[src/rtl/arb_pkg.sv]
package arb_pkg;
  typedef enum logic {
    CLS_IO  = 1'b0,
    CLS_CPU = 1'b1
  } arb_class_e;
endpackage

[src/rtl/arb_fixed_prio.sv]
module arb_fixed_prio #(
  parameter int unsigned WIDTH = 2
) (
  input  logic [WIDTH-1:0] req_i,
  output logic [WIDTH-1:0] gnt_o,
  output logic             any_o
);
  logic [WIDTH:0] taken;

  assign taken[0] = 1'b0;

  for (genvar i = 0; i < WIDTH; i++) begin : g_chain
    assign gnt_o[i]   = req_i[i] & ~taken[i];
    assign taken[i+1] = taken[i] | req_i[i];
  end

  assign any_o = taken[WIDTH];

  always_comb begin

    gnt_subset_chk: assert ((gnt_o & ~req_i) == '0 && $onehot0(gnt_o));
  end
endmodule

[src/rtl/arb_cycle_timer.sv]
module arb_cycle_timer #(
  parameter int unsigned CYCLE_CLKS = 150,
  localparam int unsigned CNT_W = (CYCLE_CLKS > 1) ? $clog2(CYCLE_CLKS) : 1
) (
  input  logic clk_i,
  input  logic rst_ni,
  input  logic start_i,
  output logic busy_o,
  output logic last_o
);
  localparam logic [CNT_W-1:0] LOAD = CNT_W'(CYCLE_CLKS - 1);

  logic [CNT_W-1:0] cnt_q;
  logic             busy_q;

  always_ff @(posedge clk_i or negedge rst_ni) begin
    if (!rst_ni) begin
      busy_q <= 1'b0;
      cnt_q  <= '0;
    end else if (start_i) begin
      busy_q <= 1'b1;
      cnt_q  <= LOAD;
    end else if (busy_q) begin
      if (cnt_q == '0) busy_q <= 1'b0;
      else             cnt_q  <= cnt_q - 1'b1;
    end
  end

  assign busy_o = busy_q;
  assign last_o = busy_q && (cnt_q == '0);


  busy_ends_chk: assert property (@(posedge clk_i) disable iff (!rst_ni)
    (last_o && !start_i) |=> !busy_o);


  start_when_free_chk: assert property (@(posedge clk_i) disable iff (!rst_ni)
    start_i |-> (!busy_o || last_o));
endmodule

[src/rtl/mem_port_arbiter.sv]
module mem_port_arbiter
  import arb_pkg::*;
#(
  parameter int unsigned IO_PORTS   = 2,
  parameter int unsigned CPU_PORTS  = 3,
  parameter int unsigned CYCLE_CLKS = 150,
  localparam int unsigned NUM_REQ = IO_PORTS + CPU_PORTS,
  localparam int unsigned IDX_W   = (NUM_REQ > 1) ? $clog2(NUM_REQ) : 1
) (
  input  logic               clk_i,
  input  logic               rst_ni,
  input  logic [NUM_REQ-1:0] req_i,
  output logic [NUM_REQ-1:0] ack_o,
  output logic [IDX_W-1:0]   owner_o,
  output logic               busy_o
);
  logic [IO_PORTS-1:0]  io_gnt;
  logic [CPU_PORTS-1:0] cpu_gnt;
  logic                 io_any;
  logic                 cpu_any;
  logic [NUM_REQ-1:0]   win;
  logic [IDX_W-1:0]     win_idx;
  arb_class_e           win_cls;
  logic                 busy;
  logic                 last;
  logic                 start;
  logic [NUM_REQ-1:0]   ack_q;
  logic [IDX_W-1:0]     owner_q;

  arb_fixed_prio #(.WIDTH(IO_PORTS)) u_io_pick (
    .req_i (req_i[IO_PORTS-1:0]),
    .gnt_o (io_gnt),
    .any_o (io_any)
  );

  arb_fixed_prio #(.WIDTH(CPU_PORTS)) u_cpu_pick (
    .req_i (req_i[NUM_REQ-1:IO_PORTS]),
    .gnt_o (cpu_gnt),
    .any_o (cpu_any)
  );

  assign win_cls = io_any ? CLS_IO : CLS_CPU;
  assign win     = (win_cls == CLS_IO) ? {{CPU_PORTS{1'b0}}, io_gnt}
                                       : {cpu_gnt, {IO_PORTS{1'b0}}};

  always_comb begin
    win_idx = '0;
    for (int i = 0; i < NUM_REQ; i++) begin
      if (win[i]) win_idx = IDX_W'(i);
    end
  end

  // decide only when the module is free or its cycle ends this edge
  assign start = (io_any || cpu_any) && (!busy || last);

  arb_cycle_timer #(.CYCLE_CLKS(CYCLE_CLKS)) u_timer (
    .clk_i   (clk_i),
    .rst_ni  (rst_ni),
    .start_i (start),
    .busy_o  (busy),
    .last_o  (last)
  );

  always_ff @(posedge clk_i or negedge rst_ni) begin
    if (!rst_ni) begin
      ack_q   <= '0;
      owner_q <= '0;
    end else begin
      ack_q <= start ? win : '0;
      if (start) owner_q <= win_idx;
    end
  end

  assign ack_o   = ack_q;
  assign owner_o = owner_q;
  assign busy_o  = busy;


  ack_onehot_chk: assert property (@(posedge clk_i) disable iff (!rst_ni)
    $onehot0(ack_o) && (!(|ack_o) || busy_o));


  ack_pulse_chk: assert property (@(posedge clk_i) disable iff (!rst_ni)
    ((|ack_o) && (CYCLE_CLKS > 1)) |=> (ack_o == '0));


  ack_needs_req_chk: assert property (@(posedge clk_i) disable iff (!rst_ni)
    (|ack_o) |-> ((ack_o & ~$past(req_i)) == '0));


  io_class_first_chk: assert property (@(posedge clk_i) disable iff (!rst_ni)
    (|ack_o[NUM_REQ-1:IO_PORTS]) |-> ($past(req_i[IO_PORTS-1:0]) == '0));


  no_preempt_chk: assert property (@(posedge clk_i) disable iff (!rst_ni)
    (busy_o && !last) |=> (ack_o == '0));
endmodule

[config.mk]
export PLATFORM = sky130hd
export DESIGN_NAME = mem_port_arbiter
export DESIGN_NICKNAME = d
export VERILOG_FILES = /design/src/rtl/arb_pkg.sv /design/src/rtl/arb_fixed_prio.sv /design/src/rtl/arb_cycle_timer.sv /design/src/rtl/mem_port_arbiter.sv
export SDC_FILE = /design/constraint.sdc
export NUM_CORES = 1
export LEC_CHECK = 0
export ABC_AREA = 1
export BUFFER_PORTS_ARGS = -buffer_cell sky130_fd_sc_hd__buf_4
export CAP_MARGIN = 15
export CORE_AREA = 2 2 43 45
export CTS_BUF_LIST = sky130_fd_sc_hd__clkbuf_8
export DETAILED_ROUTE_END_ITERATION = 8
export DIE_AREA = 0 0 45 47
export PLACE_DENSITY = 0.77
export SYNTH_ARGS = -nofsm -noshare
export SYNTH_HDL_FRONTEND = slang
export SYNTH_SLANG_ARGS = --single-unit
[constraint.sdc]
create_clock -name clk_i -period 2.05 [get_ports clk_i]
set_clock_uncertainty 0.1 [all_clocks]
set_input_delay 0.3075 -clock clk_i [delete_from_list [all_inputs] [get_ports clk_i]]
set_output_delay 0.3075 -clock clk_i [all_outputs]
set_load 0.1 [all_outputs]
# After elaboration in Yosys (flattened, before gate mapping)
# Index checks and enable logic that the tools add are counted.
[totals]
reg_bits = 17
latch_bits = 0
ram_bits = 0
mem_bits_ro = 0
input_bits = 7
output_inout_bits = 9
wordCells = 35
n_memories = 0
[classes]
add_sub_neg = 1
mul = 0
n_div = 0
n_lt_le_gt_ge = 0
n_eq_ne = 1
shifts = 0
n_mux = 12
bitwise_logic = 9
n_reduce_logical = 8
[ops]
columns = ["cell", "n"]
rows = [
  ["two-way mux 8 bit", 3],
  ["two-way mux 5 bit", 2],
  ["two-way mux 3 bit", 3],
  ["zero test 8 bit", 1],
  ["subtractor 8 x 1 -> 8 bit (second input constant)", 1],
  ["two-way mux 1 bit", 4],
  ["AND 1 bit", 3],
  ["NOT 1 bit", 3],
  ["OR 1 bit", 3],
  ["logical AND 1 bit", 2],
  ["logical OR 1 bit", 2],
  ["!= test 2 bit (second input constant)", 1],
  ["AND reduction 2 bit", 1],
  ["nonzero test 2 bit", 1],
  ["zero test 1 bit", 1],
]

# Depth between registers and ports, before layout
# Gate-level depths: netlist of the first run.
[logic_depth]
ltp_word = 8
mapped_depth = 8
ltp_nobuf = 8

# Hierarchy
# A second synthesis of the first run with hierarchy kept.
[unflattened]
cells_unflattened = 128
area_unflattened_um2 = 1017.2
[modules_own_cells]
columns = ["module", "n_inst", "cells_per_inst", "area_per_inst_um2", "seq_area_each_um2"]
rows = [
  ["arb_cycle_timer", 1, 79, 625.6, 225.2],
  ["mem_port_arbiter", 1, 36, 329.1, 200.2],
  ["arb_fixed_prio (u_cpu_pick)", 1, 8, 40.0, 0.0],
  ["arb_fixed_prio (u_io_pick)", 1, 5, 22.5, 0.0],
]

# Worst setup path after synthesis of the first run
# No wires, ideal clock.
[synth_path]
path_type = "register -> register"
start = "register u_timer.busy_q (netlist: u_timer.busy_o)"
end = "register u_timer.cnt_q[4]"
setup_ns = 0.121
arrival_time_ns = 1.575
t_required_ns = 1.829
setup_slack_ns = 0.254
stages_incl_launch_ff = 6
n_path_buf = 0
synth_period_minus_slack_ns = 1.796
path_cell_list = "dfrtp_1 > inv_1 > nor2_2 > nor2_1 > a21oi_1 > nand2_1"
[synth_between]
elab_chain_cells = 5
word_cells_on_any_way = 8
classes_between = "1 x eq/ne; 1 x mux; 6 x reduce/logical"
[synth_rtl]
columns = ["item", "line", "text"]
rows = [
  ["from (decl)", "arb_cycle_timer.sv:14", "logic busy_q;"],
  ["from (signal assigned)", "arb_cycle_timer.sv:18", "busy_q <= 1'b0;"],
  ["from (signal assigned)", "arb_cycle_timer.sv:21", "busy_q <= 1'b1;"],
  ["from (signal assigned)", "arb_cycle_timer.sv:24", "if (cnt_q == '0) busy_q <= 1'b0;"],
  ["zero test 1 bit or logical AND 1 bit (tied branches)", "mem_port_arbiter.sv:54, arb_cycle_timer.sv:30", ""],
  ["logical OR 1 bit", "mem_port_arbiter.sv:54", "assign start = (io_any || cpu_any) && (!busy || last);"],
  ["logical AND 1 bit", "mem_port_arbiter.sv:54", ""],
  ["!= test 2 bit (no line) or nonzero test 2 bit (tied branches)", "n/a", ""],
  ["AND reduction 2 bit (no line)", "n/a", ""],
  ["to (signal assigned)", "arb_cycle_timer.sv:25", "else cnt_q <= cnt_q - 1'b1;"],
  ["to (decl)", "arb_cycle_timer.sv:13", "logic [CNT_W-1:0] cnt_q;"],
]
# Parallel ways exist; a longest one is shown, timed or not.
# A chain may end at the register's enable or synchronous reset.

# Final worst setup path of the first run
[layout_path]
start = "register u_timer.cnt_q[0]"
end = "register u_timer.cnt_q[5]"
[layout_between]
elab_chain_cells = 6
word_cells_on_any_way = 11
classes_between = "1 x add/sub; 1 x eq/ne; 3 x mux; 6 x reduce/logical"
[layout_rtl]
columns = ["item"]
rows = [
  ["parallel branches: the longest is 6 deep, another holds subtractor 8 x 1 -> 8 bit"],
]
# Several ways; the timed one is not identified. The select of a mux whose other input is x is not followed.

==> results of run 1 <==
==> synth_stat cells (all sizes together) <==
cell type,instances
nand3b,2
nand4,2
inv,15
buf,1
o22ai,1
o21ai,8
nor2,16
dfrtp,17
ha,2
xor2,2
nand2,21
a21oi,3
nand3,9
nor3,3
==> area by class of cell <==
class,count,area (um2)
Tap cell,17,21.27
Fill cell,141,594.3
Timing Repair Buffer,16,122.6
Inverter,15,56.30
Clock inverter,1,7.507
Sequential cell,17,425.4
Multi-Input combinational cell,69,382.9
Clock buffer,3,41.29
==> per-stage QoR <==
step	util, %	std cells
final	64.02	138
after global routing	64.02	138
after CTS	64.02	138
after detailed placement	60.45	133
after global placement	60.45	133
after floorplan	-	102
==> cell usage in the layout (no fill, tap or decap), drive strengths merged <==
cell         synthesis  layout
a21oi                3       3
buf                  1      15
clkinvlp             0       1
o21ai                8       8
ha                   2       2
dfrtp               17      17
nand3b               2       2
nand3                9       9
nor2                16      16
nor3                 3       3
xor2                 2       2
nand2               21      21
clkbuf               0       3
nand4                2       2
inv                 15      15
o22ai                1       1
dlygate4sd3          0       1
==> flip-flops by register name, indices dropped and copies added (netlist names) <==
signal and count:
u_timer.cnt_q 8, u_timer.busy_o 1, owner_o 3, ack_o 5
==> worst max-delay path: stages, from the launching register on <==
cell and delay, ns:
sky130_fd_sc_hd__dfrtp_1 0.36, sky130_fd_sc_hd__inv_1 0.15, sky130_fd_sc_hd__ha_1 0.17, sky130_fd_sc_hd__nand2_1 0.12, sky130_fd_sc_hd__o21ai_4 0.29, sky130_fd_sc_hd__nand2_4 0.18, sky130_fd_sc_hd__nand3b_1 0.13, sky130_fd_sc_hd__nand2_1 0.06
==> cell families (layout without fill, tap and decap cells) <==
kind of cell / Yosys count / after routing / share of synthesized area, %
xor gates and xnor gates: 2 / 2 / 2.000
adders and majority gates: 2 / 2 / 2.857
and+or+nand+nor: 53 / 53 / 29.29
DFF: 17 / 17 / 48.57
AOI/OAI and AO/OA: 12 / 12 / 9.573
buffers and inverters: 16 / 35 / 7.714
==> metal layers <==
layer	GRT usage (%)	up-vias	part of all wire (%)
li1	-	366	-
met1	25.98	324	43
met2	31.43	19	49
met3	4.615	5	4.6
met4	13.53	0	2.7
met5	0	-	0
==> how the worst max path moves through the flow <==
stage | start | to | slack [ns]
floorplan | u_timer.busy_o | u_timer.cnt_q[4] | 0.25
global placement | u_timer.cnt_q[0] | u_timer.cnt_q[7] | 0.47
detailed placement | u_timer.cnt_q[0] | u_timer.cnt_q[5] | 0.40
CTS | u_timer.cnt_q[0] | u_timer.cnt_q[5] | 0.38
global route | u_timer.cnt_q[0] | u_timer.cnt_q[6] | 0.21
finish | u_timer.cnt_q[0] | u_timer.cnt_q[5] | 0.38
==> where the power goes <==
part           switching (uW)  internal [uW]
clock                     123            137
sequential               13.6            345
combinational            31.7           25.0
==> what timing repair did <==
| action | 4_1_cts | 5_1_grt |
|---|---|---|
| hold endpoints to repair | 17 | 0 |
| setup endpoints to repair | 0 | 0 |
| hold buffers | 1 | 0 |
==> out/summary.md, run 1 <==
The run gives 17 as the clock sink count. The area overhead of the layout relative to synthesis is 20.71%. Number of cells on the worst reg-to-reg path: 7.

The worst hold path was traced through 2 stages. The share of the synthesized area in the top cell type came out at 48.57%. The number of antenna diodes in the final layout is 0.

The path class of the tightest hold or removal check is primary input to register. The final total power is 675.2 uW, and the violation count after the first detailed-route iteration is 12. The worst hold path begins at req_i[0]. For this run, the total global-route usage over all layers was measured as 20.44%. The worst register-to-register path ends at u_timer.cnt_q[5]. Summing every instance area after synthesis gives 875.8 um2. Based on the critical path, the design can be clocked at up to 600.5 MHz. The first-pass detailed-route iteration total is 4. TritonCTS built the clock tree.

Data arrives at the worst endpoint at 1.72 ns. The sum of net half-perimeters after detailed placement is 1.241 mm, and the ratio of final minimum period to clock period is 81.24%. The logs give 0.002115 mm2 for the floorplan die area and 0 for the number of cells upsized or downsized after cts.

The tool flagged a number of max-cap violations equal to 0. The number of global-route vias before repair came out at 668. Of all nets on the critical path, the largest fanout is 14. The power density over cell area is 638.7 mW/mm2. The floorplan core area is 0.001652 mm2, and the worst endpoint required time is 2.10 ns. The number of nets produced by synthesis is 111, and the post-placement worst setup slack is 0.3990 ns.

Yosys mapped the design onto 21 distinct sky130hd cell types. Clock-pin slew was measured on the worst setup and hold paths at 0.07 ns. The pin count of the biggest net entering global routing is 18, and the synthesized flop and latch total is 17.

Using the TritonRoute via totals, the vias-per-cell ratio works out to 5.174. Average wire per cell in the routed design: 12.14 um. The flow ran to the end, and the final reports show no timing, DRC or antenna violations.

The warning count from the yosys run is 0, and the peak supply drop is 589.3 uV. Setup slack on the critical path of the routed design comes to 0.3847 ns. The vertical extent of the die is 47 um.

The logs give 0.38 ns for the internal reg-to-reg setup slack and 78.88% for the worst max-slew margin expressed relative to the limit. For the number of antenna violations at the first check in global routing, the log shows 0. Final hold analysis gives a worst-case slack of 0.1142 ns. The first global-routing pass estimated 2.932 mm of wire. 16 I/O pins were placed. In this run the core area contains 15 standard-cell rows. The congestion estimate from routability-driven global placement came to 0.8096. Global routing finished with a remaining overflow of 0. The number of clock buffers added by TritonCTS is 3.

For the max-slew violation total from the final report, the log shows 0. For the final routed database, the setup TNS stands at 0 ns. The die is 45 um wide.

The total length of routed wires was 1.675 mm. The tools report the cell chosen for the clock root as sky130_fd_sc_hd__clkbuf_8. STA classifies the critical path startpoint as a register. The worst register-to-register path begins at u_timer.cnt_q[0]. Setup repair after global routing left no endpoint under its margin. A synthesized cell averages 8.587 um2. The clock tree buffer depth came out at 2. After synthesis, the cell types taking the most area are sky130_fd_sc_hd__dfrtp_1 (49%), sky130_fd_sc_hd__nand2_1 (8.1%), sky130_fd_sc_hd__inv_1 (6.4%). For the pin with the worst max-slew slack, the measured transition is 0.3164 ns.

Sequential cells were found to cover 48.57% of the synthesized design area. The minimum clock period after layout is 1.665 ns. The total of endpoints with negative setup slack in the final report was 0; the number of nets in the layout was 131. After detailed placement, the total cell area comes to 998.5 um2.

The number of remaining DRC errors is 0. The worst setup path is captured at a register. The cell count after synthesis came out at 102. The setup path with the least slack is of type register to register. The worst hold path terminates at ack_o[1].

The logs give 0 for the hold violation total from the final report and 0.26 ns for the insertion delay to the later sink of the worst-skew pair. Post-CTS timing repair inserted 0 buffers for setup. With fillers left out, the area of the finished cells amounts to 0.001057 mm2. The analysis attributes to cell leakage a power of 0.0005444 uW. The post-route netlist has 23.97% of its cells at a drive strength greater than 1. Summed over all instances, the cell type with the most area after synthesis is sky130_fd_sc_hd__dfrtp_1. For this configuration, the core starts out at a cell density of 53.03%. The count of nets left with antenna violations once routing finished came out at 0. The number of buffers inserted by port buffering is 15.

The tools report the H-tree depth reported by CTS as 1. For the count of vias placed by the detailed router, the log shows 714.
Note: power is estimated with default switching activity, not from simulation.
==> run 2: changes to the inputs <==
- clock period: 2.05 -> 1.64 ns (I/O delays scaled with it)
==> run 2 against run 1 <==
Net effect:
- critical path depth rose by 1
- wire length rose by 8.6%
- final cell count rose by 2.2%
- sequential power rose by 25%
- clock power rose by 19%
- die area did not move
- design area rose by 2.0%
- via count rose by 5.5%
==> out/summary.md, run 2 (synthesis gave the netlist of run 1 again) <==
The total length of routed wires is 1.819 mm (+8.6%). Register with the most flip-flops: u_timer.cnt_q. The hold violation total from the final report was 0 (unchanged). The maximum operating frequency is 656.2 MHz (+9.3%), and the H-tree depth reported by CTS is 1 (unchanged).

Type of the tightest min-delay check: primary input to register. The area overhead of the layout relative to synthesis works out to 23.14%. The power density over cell area came out at 768.5 mW/mm2 (+20%). The cell-internal power is 628.6 uW (+24%). The tools report the cell chosen for the clock root as sky130_fd_sc_hd__clkbuf_8. Number of buffers inserted by port buffering: 15 (unchanged). Cell with the largest stage delay on the worst path: sky130_fd_sc_hd__dfrtp_1. The average wire per cell in the routed design came out at 12.90 um (+6.3%). The violation count after the first detailed-route iteration is 11 (-1), and the number of nets in the layout is 134 (+2.3%). The kind of cell adding the most delay to the critical path was simple AND/OR/NAND/NOR gates. The worst endpoint required time was 1.74 ns (-0.36 ns). The number of antenna-violating nets in the routed design was 0 (unchanged). The number of antenna cells inserted came out at 0 (unchanged).

The clock input transition at the sequential cells of the worst setup and hold paths is 0.07 ns (about the same). The flow ran to the end, and the final reports show no timing, DRC or antenna violations. The run gives 0 (unchanged) as the post-CTS setup buffer count.

Leaving out fill and tap cells, the most frequent cells in the layout are sky130_fd_sc_hd__nand2_1 (18), sky130_fd_sc_hd__buf_4 (17), sky130_fd_sc_hd__dfrtp_1 (16). The measured slew at the worst slew-check pin is 0.2890 ns (-0.02747 ns). The minimum clock period after layout is 1.524 ns (-0.1413 ns), and the number of buffer and inverter instances along the worst setup path is 2 (+1). For the combinational share of power, the log shows 8.7% (+0.3 points).

The tools report the clock tree buffer depth as 2 (unchanged). The run gives 0 (unchanged) as the aggregate global routing overflow. The floorplan core area came out at 0.001652 mm2 (unchanged).

Number of global-route vias before repair: 707 (+5.8%). Internal reg-to-reg setup slack: 0.12 ns (-0.27 ns). The tools report the count of vias placed by the detailed router as 753 (+5.5%). The max-slew violation total from the final report came out at 0 (unchanged).

The first-pass detailed-route iteration total was 4 (unchanged). The clock share of power came out at 37.4% (-1.2 points). For the number of rows created at floorplan, the log shows 15 (unchanged).

The sort of element at the end of the critical path was a register. The run gives 3 (unchanged) as the number of CTS-inserted buffers. The startpoint kind of the worst setup timing path was a register.

The data arrival time at the worst-slack endpoint came out at 1.62 ns (-0.10 ns). The run gives 20.95% (+0.51 points) as the total routing usage reported by global routing. The total of endpoints with negative setup slack in the final report is 0 (unchanged). Leaving out fill and tap cells, the most frequent cell in the layout is sky130_fd_sc_hd__nand2_1. The number of flip-flops in the largest register is 8 (unchanged). For the insertion delay to the later sink of the worst-skew pair, the log shows 0.25 ns (about the same). The logs give 200.3 uW (+19%) for the switching power and 0 ns (unchanged) for the setup TNS after final layout. The ratio of final minimum period to clock period was 92.93% (+12 points); the vertical extent of the die was 47 um (unchanged).

The critical path goes through inv_1 > ha_1 > nand2_2 > nor2_1 > nor2_2 > buf_4 > nand3b_1 > nand2_1. The floorplan die area was 0.002115 mm2 (unchanged). The run gives 17 (unchanged) as the clock sink count. The critical path in this run is classified as register to register. The run gives 1.343 mm (+8.3%) as the sum of net half-perimeters after detailed placement. The highest cell delay on the worst timing path works out to 0.36 ns (about the same). For the static power due to leakage, the log shows 0.0005604 uW (+2.9%). The tools report the wire length of the first global-routing pass as 3.091 mm (+5.4%).

Global placer's final weighted congestion: 0.8226 (+1.6%). The share of cells above drive strength 1 is 27.42% (+3.5 points). The tools report the worst max-slew margin expressed relative to the limit as 80.89% (+2.0 points). TritonCTS built the clock tree. The detail-routed via count per cell is 5.340 (+3.2%). The top-level port count was 16 (unchanged); the part of the total power dissipated in sequential elements was 53.9% (+0.9 points). The run gives 18 (unchanged) as the pin count of the biggest net entering global routing. For the number of antenna violations at the first check in global routing, the log shows 0 (unchanged).

The initial core utilization is 53.03% (unchanged), and the peak supply drop is 662.3 uV (+12%). Setup repair after global routing left no endpoint under its margin. The width of the chip is 45 um (unchanged), and the switching share of power is 24.16% (-0.80 points).

Count of maximum capacitance violations: 0 (unchanged). The maximum fanout along the worst path is 6 (-8), and the number of remaining DRC errors is 0 (unchanged). For the final total power, the log shows 828.9 uW (+23%).
-- run 2: area by class of cell --
cell class              instances  area (um2)
flip-flops and latches         17       426.7
well taps                      17       21.27
clock buffers                   3       41.29
inverters                      15       56.30
fillers                       129       573.1
repair buffers                 18       137.6
multi-input cells              70       391.6
clock inverters                 1       3.754
-- run 2: repair_timing --
item,4_1_cts,5_1_grt
hold buffers,1,0
gates resized for setup,0,2
setup endpoints to repair,0,13
endpoints found under the hold margin,17,0
-- run 2: through the flow --
step | hold slack [ns] | utilization, % | cell area (um2) | std cells | setup slack [ns]
global route | 0.07139 | 65.30 | 1079 | 141 | 0.0002924
global placement | 0.01967 | 61.44 | 1015 | 135 | 0.1234
CTS | 0.06315 | 64.77 | 1070 | 140 | 0.03580
detailed placement | 0.02535 | 61.44 | 1015 | 135 | 0.07242
floorplan | -0.1496 | - | 877.1 | 102 | 0.1022
finish | 0.06714 | 65.30 | 1079 | 141 | 0.1160
-- run 2: final timing paths --
path                                  start                to  cells past startpoint
setup reg to reg           u_timer.cnt_q[1]  u_timer.cnt_q[5]                      8
setup / recovery           u_timer.cnt_q[1]  u_timer.cnt_q[5]                      8
hold / removal                     req_i[0]          ack_o[1]                      2
hold reg to reg                  owner_o[1]        owner_o[1]                      2
max in group asynchronous            rst_ni    u_timer.busy_o                      2
min in group asynchronous            rst_ni  u_timer.cnt_q[7]                      2
-- run 2: power groups by stage --
stage	sequential (uW)	clock (uW)	combinational (uW)
after detailed placement	455	0	70.9
final	447	310	72.2
after global placement	455	0	68.3
after floorplan	452	0	41.4
after global routing	449	327	83.4
after CTS	447	314	73.2
-- run 2: layer usage --
| layer | GRT usage, % | up-vias | part of all wire (%) | wire length [um] |
|---|---|---|---|---|
| li1 | - | 372 | - | - |
| met5 | 0 | - | 0 | 0 |
| met4 | 10.59 | 0 | 2.6 | 47 |
| met1 | 26.29 | 356 | 42 | 758 |
| met2 | 34.86 | 18 | 52 | 950 |
| met3 | 3.846 | 7 | 3.4 | 62 |
==> run 3: changes to the inputs <==
- CORE_AREA: 2 2 43 45 -> 2 2 58 60
- DIE_AREA: 0 0 45 47 -> 0 0 60 62
- PLACE_DENSITY: 0.77 -> default
==> run 3 against run 2 <==
Net effect:
- clock power increased by 2%
- die area up 76%
- register-to-register slack hardly changed
- design area rose by 4.8%
- sequential cell count unchanged
- hold slack got worse by 0.0088 ns
- fmax grew 0.56%
- sequential power about the same
- sequential share of layout area decreased by 1.8 points
- wire length is 2.6% lower
- combinational power down 2%
- via count is 2.5% lower
- largest cell class unchanged
==> out/summary.md, run 3 (synthesis gave the netlist of run 1 again) <==
The number of antenna cells inserted came out at 0 (unchanged). Leaving out fill and tap cells, the most frequent cells in the layout are sky130_fd_sc_hd__buf_4 (20), sky130_fd_sc_hd__nand2_1 (19), sky130_fd_sc_hd__dfrtp_1 (16). The power density over cell area was 738.3 mW/mm2 (-3.9%).

The tools report the worst max-slew margin expressed relative to the limit as 81.26% (+0.37 points). The average wire per cell in the routed design works out to 10.30 um (-20%). The share of the core filled with cells is 35.54% (-30 points), and the aggregate global routing overflow is 0 (unchanged). The logs give 27.55% (-25 points) for the initial core utilization and 335 (+160%) for the fill cell instance count of the final layout. The violation count after the first detailed-route iteration was 10 (-1); the hold violation total from the final report was 0 (unchanged). The sort of element at the end of the critical path is a register. The minimum clock period after layout works out to 1.516 ns (-0.008442 ns). The tools report the beginning of the worst register-to-register path as u_timer.cnt_q[1]. The total routing usage reported by global routing came out at 11.07% (-9.9 points). The clock tree buffer depth came out at 2 (unchanged). For the worst endpoint required time, the log shows 1.67 ns (-0.07 ns). The run gives 18 (unchanged) as the pin count of the biggest net entering global routing. The critical path starts at u_timer.cnt_q[1]. STA classifies the critical path startpoint as a register.

Global placer's final weighted congestion: 0.8580 (+4.3%). The tools report the number of remaining DRC errors as 0 (unchanged). The setup TNS after final layout came out at 0 ns (unchanged). The clock sink count came out at 17 (unchanged). The run finished with clean final reports.

The H-tree depth reported by CTS is 1 (unchanged). The data arrival time at the worst-slack endpoint was 1.55 ns (-0.07 ns); the floorplan core area was 0.003179 mm2 (+93%). The static power due to leakage was 0.0005695 uW (+1.6%); the detail-routed via count per cell was 4.267 (-20%). The tools report the non-filler instance count after layout as 172 (+22%).

Number of rows created at floorplan: 21 (+6). The tools report the cell chosen for the clock root as sky130_fd_sc_hd__clkbuf_8. The total of endpoints with negative setup slack in the final report is 0 (unchanged). The max-slew violation total from the final report was 0 (unchanged); the number of antenna violations at the first check in global routing was 0 (unchanged).

Number of global-route vias before repair: 666 (-5.8%). The insertion delay to the later sink of the worst-skew pair is 0.25 ns (about the same). The startpoint identified for the worst hold timing path is req_i[0]. The run gives 734 (-2.5%) as the count of vias placed by the detailed router. Number of antenna-violating nets in the routed design: 0 (unchanged). Maximum operating frequency: 659.8 MHz (+0.56%). TritonCTS built the clock tree. The number of buffers inserted by port buffering was 15 (unchanged); the sum of net half-perimeters after detailed placement was 1.326 mm (-1.3%). Floorplan die area: 0.003720 mm2 (+76%). The ratio of final minimum period to clock period came out at 92.41% (-0.51 points). Post-placement worst setup slack: 0.1200 ns (+0.04753 ns). The top-level port count came out at 16 (unchanged). The peak supply drop was 398.2 uV (-40%). Total length of routed wires: 1.771 mm (-2.6%). The number of cells upsized or downsized after cts came out at 0 (unchanged). The vertical extent of the die came out at 62 um (+32%). The library cell used most frequently in the layout, excluding fill and tap cells, is sky130_fd_sc_hd__buf_4. The share of cells above drive strength 1 came out at 27.78% (+0.36 points).

Area overhead of the layout relative to synthesis: 29.00%. The number of flip-flops in the largest register is 8 (unchanged), and the first-pass detailed-route iteration total is 4 (unchanged). For the number of nets in the layout, the log shows 136 (+1.5%). The run gives 165 (+22%) as the cell total after placement. Counting flops per register, the top entry is u_timer.cnt_q. Setup slack of the critical path after layout: 0.1245 ns (+0.008442 ns).

The clock input transition at the sequential cells of the worst setup and hold paths was 0.07 ns (about the same). For the wire length of the first global-routing pass, the log shows 3.049 mm (-1.4%). Type of the tightest min-delay check: primary input to register.

The measured slew at the worst slew-check pin was 0.2834 ns (-0.005627 ns); the count of maximum capacitance violations was 0 (unchanged). The width of the chip works out to 60 um (+33%). The critical path start-end classification is register to register. The run gives 3 (unchanged) as the number of CTS-inserted buffers. The maximum fanout along the worst path works out to 14 (+8).
## run 3: timing repair
item | in CTS | in global routing
setup endpoints to repair | 0 | 3
setup buffers | 0 | 2
hold buffers | 1 | 0
hold endpoints to repair | 17 | 0
## run 3: where the power goes
group / internal (uW) / switching [uW]
Sequential: 431 / 17.1
Clock: 169 / 147
Combinational: 31.2 / 39.7
Total: 631 / 204
## run 3: stage by stage
step	cell area, um2	hold WS (ns)	total power (uW)
3_3_place_gp	1059	0.02107	523.5
2_1_floorplan	877.1	-0.1496	493.0
3_5_place_dp	1059	0.02593	525.8
6_report	1130	0.05830	834.1
5_1_grt	1130	0.05042	875.4
4_1_cts	1115	0.05332	843.4
## run 3: path summary, 6_finish.rpt
path	endpoint	slack, ns	cells past startpoint
setup / recovery	u_timer.cnt_q[6]	0.12	7
min in group asynchronous	owner_o[0]	0.29	2
setup reg to reg	u_timer.cnt_q[6]	0.12	7
hold / removal	ack_o[1]	0.06	2
hold reg to reg	owner_o[2]	0.39	2
max in group asynchronous	u_timer.busy_o	0.95	2
## run 3: area by class of cell
cell class / count / area [um2] / share of cell area (%)
clock buffer: 3 / 41.29 / 3.654
clock inverter: 1 / 5.005 / 0.4430
inverter: 15 / 56.30 / 4.983
multi-input combinational: 69 / 382.9 / 33.89
sequential: 17 / 426.7 / 37.76
tap: 46 / 57.56 / 5.094
timing repair buffer: 21 / 160.2 / 14.18
## run 3: worst max-delay path: stages, from the launching register on
cell and delay, ns:
sky130_fd_sc_hd__dfrtp_1 0.37, sky130_fd_sc_hd__inv_1 0.09, sky130_fd_sc_hd__ha_1 0.15, sky130_fd_sc_hd__nand2_1 0.12
sky130_fd_sc_hd__o21ai_4 0.23, sky130_fd_sc_hd__nand2_4 0.16, sky130_fd_sc_hd__nand3_1 0.09, sky130_fd_sc_hd__o21ai_0 0.08
## run 3: metal layers
metal | track usage (%) | up-vias | routed length, um
met1 | 15.25 | 343 | 819
met2 | 17.08 | 17 | 839
met3 | 2.692 | 2 | 89
li1 | - | 372 | -
met5 | 0 | - | 0
met4 | 3.810 | 0 | 21
